File: src/rtl/vmon_pkg.sv
package vmon_pkg;
  localparam int CFG_W = 4;

  typedef enum logic [1:0] {
    THR_SUP_LOW  = 2'd0,
    THR_SUP_MID  = 2'd1,
    THR_SUP_HIGH = 2'd2,
    THR_EXT_PIN  = 2'd3
  } thr_code_e;

  typedef struct packed {
    logic      mask;
    logic      fall_sel;
    thr_code_e thr;
  } vmon_cfg_t;

  localparam vmon_cfg_t CFG_RESET = '{mask: 1'b1, fall_sel: 1'b0, thr: THR_SUP_LOW};
endpackage

File: src/rtl/vmon_sync.sv
module vmon_sync #(
  parameter int STAGES = 2
) (
  input  logic clk,
  input  logic rst,
  input  logic d,
  output logic q
);
  logic [STAGES-1:0] ff;

  generate
    if (STAGES == 1) begin : g_single
      always_ff @(posedge clk) begin
        if (rst) ff <= '0;
        else     ff <= d;
      end
    end else begin : g_chain
      always_ff @(posedge clk) begin
        if (rst) ff <= '0;
        else     ff <= {ff[STAGES-2:0], d};
      end
    end
  endgenerate

  assign q = ff[STAGES-1];
endmodule

File: src/rtl/vmon_cfg.sv
module vmon_cfg
  import vmon_pkg::*;
(
  input  logic             clk,
  input  logic             rst,
  input  logic             wr,
  input  logic [CFG_W-1:0] wdata,
  output vmon_cfg_t        cfg_q,
  output vmon_cfg_t        cfg_nxt
);
  always_comb begin
    cfg_nxt = cfg_q;
    if (wr) cfg_nxt = vmon_cfg_t'(wdata);
  end

  always_ff @(posedge clk) begin
    if (rst) cfg_q <= CFG_RESET;
    else     cfg_q <= cfg_nxt;
  end

  assert_cfg_load_R10: assert property (@(posedge clk) disable iff (rst)
    wr |=> (cfg_q == vmon_cfg_t'($past(wdata))));
endmodule

File: src/rtl/vmon_edge.sv
module vmon_edge #(
  parameter int BLANK_CYC = 2
) (
  input  logic clk,
  input  logic rst,
  input  logic level,
  input  logic fall_sel,
  input  logic restart,
  output logic evt
);
  localparam int CNT_W = $clog2(BLANK_CYC + 1);

  logic             prev_q;
  logic [CNT_W-1:0] blank_q;
  logic             rise_w, fall_w;

  assign rise_w = level & ~prev_q;
  assign fall_w = prev_q & ~level;
  assign evt    = (fall_sel ? fall_w : rise_w) & (blank_q == '0);

  always_ff @(posedge clk) begin
    if (rst) begin
      prev_q  <= 1'b0;
      blank_q <= '0;
    end else begin
      prev_q <= level;
      if (restart)             blank_q <= CNT_W'(BLANK_CYC);
      else if (blank_q != '0)  blank_q <= blank_q - 1'b1;
    end
  end

  assert_blank_load_R9: assert property (@(posedge clk) disable iff (rst)
    restart |=> (blank_q == CNT_W'(BLANK_CYC)));
endmodule

File: src/rtl/vmon_irq_ctrl.sv
module vmon_irq_ctrl
  import vmon_pkg::*;
#(
  parameter int SYNC_STAGES = 2,
  parameter int BLANK_CYC   = 2
) (
  input  logic             clk,
  input  logic             rst,
  input  logic             cmp_raw,
  input  logic             cfg_wr,
  input  logic [CFG_W-1:0] cfg_wdata,
  input  logic             irq_ack,
  output logic [1:0]       thr_sel,
  output logic [CFG_W-1:0] cfg_rdata,
  output logic             above_thr,
  output logic             irq_pend,
  output logic             irq7
);
  vmon_cfg_t cfg_q, cfg_nxt;
  logic      lvl_sync;
  logic      evt;
  logic      pend_nxt;

  vmon_cfg u_cfg (
    .clk     (clk),
    .rst     (rst),
    .wr      (cfg_wr),
    .wdata   (cfg_wdata),
    .cfg_q   (cfg_q),
    .cfg_nxt (cfg_nxt)
  );

  vmon_sync #(.STAGES(SYNC_STAGES)) u_sync (
    .clk (clk),
    .rst (rst),
    .d   (cmp_raw),
    .q   (lvl_sync)
  );

  vmon_edge #(.BLANK_CYC(BLANK_CYC)) u_edge (
    .clk      (clk),
    .rst      (rst),
    .level    (lvl_sync),
    .fall_sel (cfg_q.fall_sel),
    .restart  (cfg_wr),
    .evt      (evt)
  );

  assign pend_nxt = evt | (irq_pend & ~irq_ack);

  always_ff @(posedge clk) begin
    if (rst) begin
      irq_pend <= 1'b0;
      irq7     <= 1'b0;
    end else begin
      irq_pend <= pend_nxt;
      irq7     <= pend_nxt & ~cfg_nxt.mask;
    end
  end

  assign above_thr = lvl_sync;
  assign thr_sel   = cfg_q.thr;
  assign cfg_rdata = cfg_q;

  assert_irq_needs_pend_R7: assert property (@(posedge clk) disable iff (rst)
    irq7 |-> (irq_pend && !cfg_q.mask));
  assert_pend_sticky_R6: assert property (@(posedge clk) disable iff (rst)
    (irq_pend && !irq_ack) |=> irq_pend);
  assert_no_evt_after_wr_R9: assert property (@(posedge clk) disable iff (rst)
    cfg_wr |=> !evt);
  assert_pend_source_R4: assert property (@(posedge clk) disable iff (rst)
    $rose(irq_pend) |-> $past(evt));
endmodule

File: config.mk
export PLATFORM = sky130hd
export DESIGN_NAME = vmon_irq_ctrl
export DESIGN_NICKNAME = d
export VERILOG_FILES = /design/src/rtl/vmon_pkg.sv /design/src/rtl/vmon_sync.sv /design/src/rtl/vmon_cfg.sv /design/src/rtl/vmon_edge.sv /design/src/rtl/vmon_irq_ctrl.sv
export SDC_FILE = /design/constraint.sdc
export NUM_CORES = 1
export LEC_CHECK = 0
export ABC_AREA = 1
export CAP_MARGIN = 0
export CORE_AREA = 2 2 39 41
export DETAILED_ROUTE_END_ITERATION = 8
export DIE_AREA = 0 0 41 43
export RECOVER_POWER = 25
export SLEW_MARGIN = 0
export SYNTH_ARGS = -nofsm -noshare
export SYNTH_HDL_FRONTEND = slang
export SYNTH_SLANG_ARGS = --single-unit
File: constraint.sdc
create_clock -name clk -period 0.9 [get_ports clk]
set_clock_uncertainty 0.2 [all_clocks]
set_input_delay 0.135 -clock clk [delete_from_list [all_inputs] [get_ports clk]]
set_output_delay 0.135 -clock clk [all_outputs]
set_load 0.005 [all_outputs]
Yosys cells after proc, flatten, opt, wreduce, memory -nomap -nowiden:

Cells that the tools add are included.

* $add $sub $neg: 1
* muxes and demuxes: 4
* bitwise gates (word level): 10
* reductions and logical operators: 4

Operator list (number)
* 1-bit bitwise AND: 5
* 2-bit 2-to-1 mux: 2
* 4-bit 2-to-1 mux: 1
* 1-bit NOT: 4
* 2-bit nonzero test: 2
* 2-bit zero test: 1
* 2-bit OR reduction: 1
* 2-bit by 1-bit subtractor with 2-bit output (second input constant): 1
* 1-bit 2-to-1 mux: 1
* 1-bit bitwise OR: 1

* register bits after elaboration: 11
* input bits: 9
* output and inout port bits: 9
* word-level logic and storage cells: 28

Longest topological paths before layout:

* depth in word-level cells: 6
* mapped depth: 5
* mapped depth without buffers: 5

By module:

A second synthesis with hierarchy kept.

* cell total of the unflattened synthesis: 65
* area total of the unflattened synthesis: 455.4 µm²

Modules (own cells, without submodules)
* vmon_cfg: times used 1, cells each 30, area each 183.9 µm², seq. area each 80.1 µm²
* vmon_edge: times used 1, cells each 17, area each 126.4 µm², seq. area each 60.1 µm²
* vmon_irq_ctrl: times used 1, cells each 12, area each 90.1 µm², seq. area each 40.0 µm²
* vmon_sync: times used 1, cells each 6, area each 55.1 µm², seq. area each 40.0 µm²

Worst setup path after synthesis:

OpenSTA, ideal clock, no wires.

* path type: flip-flop to flip-flop
* start: register u_sync.ff[1]
* end: register irq_pend
* setup time: 0.120 ns
* arrival time: 0.625 ns
* required time: 0.580 ns
* path slack: -0.044 ns
* stages on the path, launching flop included: 6
* buffers on the path: 0
* period minus slack after synthesis: 0.944 ns
* cell sequence: dfxtp_1 -> inv_1 -> nand2_1 -> nand2_1 -> nand3_1 -> a21oi_1

* word-level cells in the longest chain between the ends: 5
* elaborated cells on any way between the ends: 6
* classes of those cells: 1 x mux; 5 x bitwise

Ends and longest elaborated chain
* start: declaration: RTL line vmon_sync.sv:9 `logic [STAGES-1:0] ff;`
* start signal: assignment: RTL line vmon_sync.sv:20 `else ff <= {ff[STAGES-2:0], d};`
* 1-bit NOT: RTL line vmon_edge.sv:18 `assign fall_w = prev_q & ~level;`
* 1-bit bitwise AND: RTL line vmon_edge.sv:18
* 1-bit 2-to-1 mux (*): RTL line vmon_edge.sv:19 `assign evt = (fall_sel ? fall_w : rise_w) & (blank_q == '0);`
* 1-bit bitwise AND (*): RTL line vmon_edge.sv:19
* 1-bit bitwise OR (*): RTL line vmon_irq_ctrl.sv:49 `assign pend_nxt = evt | (irq_pend & ~irq_ack);`
* end signal: assignment: RTL line vmon_irq_ctrl.sv:56 `irq_pend <= pend_nxt;`
* end: declaration: RTL line vmon_irq_ctrl.sv:16 `output logic irq_pend,`

Every way passes the cells marked *; elsewhere a longest branch is shown, timed or not.
A chain may end at the register's enable or synchronous reset.

Worst setup path after layout:

* start: register u_cfg.cfg_q[0] (netlist name)
* end: output cfg_rdata[0]

RTL lines
* end: declaration: RTL line vmon_irq_ctrl.sv:14 `output logic [CFG_W-1:0] cfg_rdata,`

No word-level cell between the ends.

==> load_flow_metrics.sql <==
INSERT INTO impl_metrics (metric_group, metric, value, unit) VALUES
('setup_path', 'worstSetupPathType', 'reg2out', ''),
('run_status', 'violations', 'negative hold slack, negative setup slack', ''),
('die', 'chipWidth', '41', 'µm'),
('timing', 'worst_slew_pin_slew', '0.219', 'ns'),
('synthesis', 'synthDominantCellAreaShare', '0.529', ''),
('setup_path', 'reg2reg_slack', '-0.16', 'ns'),
('setup_path', 'crit_path_max_incr_delay', '0.32', 'ns'),
('worst_hold_path', 'hold_end', 'u_edge.blank_q[0]', ''),
('final_layout', 'finalCoreUtilization', '0.529', ''),
('placement', 'detailed_place_hpwl', '594', 'µm'),
('timing', 'setup_repair_after_global_routing_missed_its_margin', 'yes', ''),
('timing', 'final.min_clock_period', '1.12', 'ns'),
('timing', 'relSlewSlack', '0.854', ''),
('global_route', 'via_count_of_the_first_global_routing_pass', '364', ''),
('timing', 'timing.hold.ws', '-0.0461', 'ns'),
('setup_path', 'slowest_stage', 'dfxtp_2', ''),
('synthesis', 'synth-seq-cells', '11', ''),
('timing', 'hold_viol_final', '1', ''),
('timing', 'fmax', '890', 'MHz'),
('synthesis', 'combinational_family_with_the_most_area_after_synthesis', 'simple AND/OR/NAND/NOR gates', ''),
('synthesis', 'ys_top_cells_by_area', 'dfxtp_1, nand2_1, buf_4', ''),
('final_layout', 'design.final.nets', '86', ''),
('worst_hold_path', 'worst_hold_startpoint', 'cfg_wr', ''),
('synthesis', 'synth_compound_area_frac', '0.0871', ''),
('clock_tree', 'cts-root-buf', 'clkbuf_4', ''),
('setup_path', 'timing.critical_path.required', '0.56', 'ns'),
('synthesis', 'adder_and_majority_gate_portion_of_the_synthesized_area', '0', ''),
('timing', 'setup_ws', '-0.224', 'ns'),
('global_route', 'grt_use_met2', '0.188', ''),
('clock_tree', 'numCtsBuffers', '3', ''),
('synthesis', 'postSynthNetCount', '57', ''),
('die', 'core.rowCount', '14', ''),
('clock_tree', 'cts_sinks', '11', ''),
('synthesis', 'yosysWarningCount', '0', ''),
('global_route', 'grt_start_max_net_pins', '8', ''),
('final_layout', 'final.fill_count', '139', ''),
('clock_tree', 'worst_skew_pair.late_latency', '0.26', 'ns'),
('final_layout', 'post_layout_nonfiller_instances', '92', ''),
('setup_path', 'worstPathCellList', 'buf_6 -> buf_6', ''),
('clock_tree', 'holdBufCountCts', '0', ''),
('timing', 'final_min_period_over_clock_period', '1.25', ''),
('global_route', 'grt_pass1_wl', '1510', 'µm'),
('timing', 'final-setup-viol-count', '14', ''),
('global_route', 'track_usage', '0.135', ''),
('final_layout', 'synthToLayoutAreaGrowth', '75.7', '%'),
('die', 'die_h', '43', 'µm'),
('synthesis', 'synth_cell_type_count', '15', ''),
('synthesis', 'synth.yosys.seq_area_share', '0.529', ''),
('run_status', 'status', 'finished with violations', ''),
('synthesis', 'synthXorXnorAreaFrac', '0', ''),
('placement', 'dpl_worst_slack', '-0.460', 'ns'),
('worst_hold_path', 'worstHoldPathType', 'in2reg', ''),
('synthesis', 'syn-cell-area', '417', 'µm²'),
('flow_run', 'drv_cap', '0', ''),
('die', 'design.die.area', '1760', 'µm²'),
('clock_tree', 'tritoncts', 'built', ''),
('synthesis', 'syn-mean-instance-area', '8.68', 'µm²'),
('route', 'dr_total_vias', '403', ''),
('power_and_ir_drop', 'ir_drop_worst_vdd', '868', 'µV'),
('global_route', 'grt_most_used_layer', 'met2', ''),
('route', 'detail-route-antenna-nets', '0', ''),
('placement', 'finalWeightedCongestion', '0.668', ''),
('route', 'wl_per_cell', '10.0', 'µm'),
('route', 'vias_per_cell', '4.38', ''),
('final_layout', 'diodes', '0', ''),
('power_and_ir_drop', 'power', '0.00105', 'W'),
('final_layout', 'layout-drive-gt1-share', '0.658', ''),
('die', 'initial_utilization', '0.301', ''),
('timing', 'tns', '-1.76', 'ns'),
('global_route', 'grtUsageMet1', '0.154', ''),
('clock_tree', 'clockBufferDepth', '2', '');
[state kept, by name (all words and copies together), names as in the netlist]
name	cells
irq7	1
u_edge.prev_q	1
irq_pend	1
u_edge.blank_q	2
u_sync.ff	2
u_cfg.cfg_q	4
[cell usage after synthesis, drive strengths merged]
cell	n
buf	4
a211oi	1
nor2	6
a21oi	5
nor3	2
nand2	10
nor4	1
nand3	1
dfxtp	11
inv	7
[report_power, final]
| part | leakage, nW | internal (W) | switching (W) |
|---|---|---|---|
| combinational | 0.222 | 0.000112 | 0.0000841 |
| sequential | 0.0925 | 0.000515 | 0.0000144 |
| clock | 0.0150 | 0.000171 | 0.000154 |
| total | 0.329 | 0.000799 | 0.000252 |
[cells by family after synthesis]
group	count (synthesis)
AOI/OAI and AO/OA	6
buffers and inverters	11
DFF	11
and+or+nand+nor	20
[layout make-up]
class                   count  area [µm²]  share of cell area
multi-input cells          26         190               0.260
well taps                  16        20.0              0.0274
inverters                   7        28.8              0.0393
repair buffers             28         238               0.325
clock buffers               4        26.3              0.0359
flip-flops and latches     11         229               0.313
[cells in the final DEF (no fill, tap or decap), types with 2 or more instances in the layout]
| cell type | netlist | final |
|---|---|---|
| a21oi_2 | 1 | 4 |
| buf_2 | 0 | 8 |
| buf_4 | 3 | 3 |
| buf_6 | 1 | 9 |
| clkbuf_4 | 0 | 3 |
| clkdlybuf4s50_1 | 0 | 6 |
| dfxtp_1 | 11 | 4 |
| dfxtp_2 | 0 | 7 |
| inv_1 | 6 | 4 |
| inv_2 | 1 | 2 |
| nand2_1 | 10 | 6 |
| nand2_2 | 0 | 3 |
| nor2_1 | 5 | 3 |
| nor2_2 | 1 | 3 |
| nor3_4 | 1 | 2 |
[worst max-delay path by stage]
stage	startpoint	endpoint	slack, ns	cells past startpoint
final	u_cfg.cfg_q[0]	cfg_rdata[0]	-0.22	2
after global routing	u_cfg.cfg_q[0]	cfg_rdata[0]	-0.26	2
after CTS	u_cfg.cfg_q[0]	cfg_rdata[0]	-0.24	2
after detailed placement	cfg_wr	irq7	-0.46	5
after global placement	cfg_wr	irq7	-0.44	5
after floorplan	u_sync.ff[1]	irq_pend	-0.01	5
[critical path, delay by kind of cell (launching register included)]
kind | cells | cell delay [ns]
flip-flops | 1 | 0.32
buffers and inverters | 2 | 0.21
[stage by stage]
step / instance area (µm²) / hold slack, ns
2_1_floorplan: 425 / 0.0134
3_3_place_gp: 642 / 0.199
3_5_place_dp: 642 / 0.196
4_1_cts: 709 / 0.0944
5_1_grt: 732 / -0.0514
6_report: 732 / -0.0461
[layer usage]
metal	part of all wire	wire length [µm]
met5	0	0
met4	0.013	12
met3	0.067	62
met2	0.52	478
met1	0.40	368
[timing repair]
action | CTS | global route
hold endpoints to repair | 0 | 1
buffers inserted | 4 | 1
pin swaps | 7 | 5
endpoints found under the setup margin | 20 | 16
resized for setup | 59 | 12
Note: power is estimated with default switching activity, not from simulation.
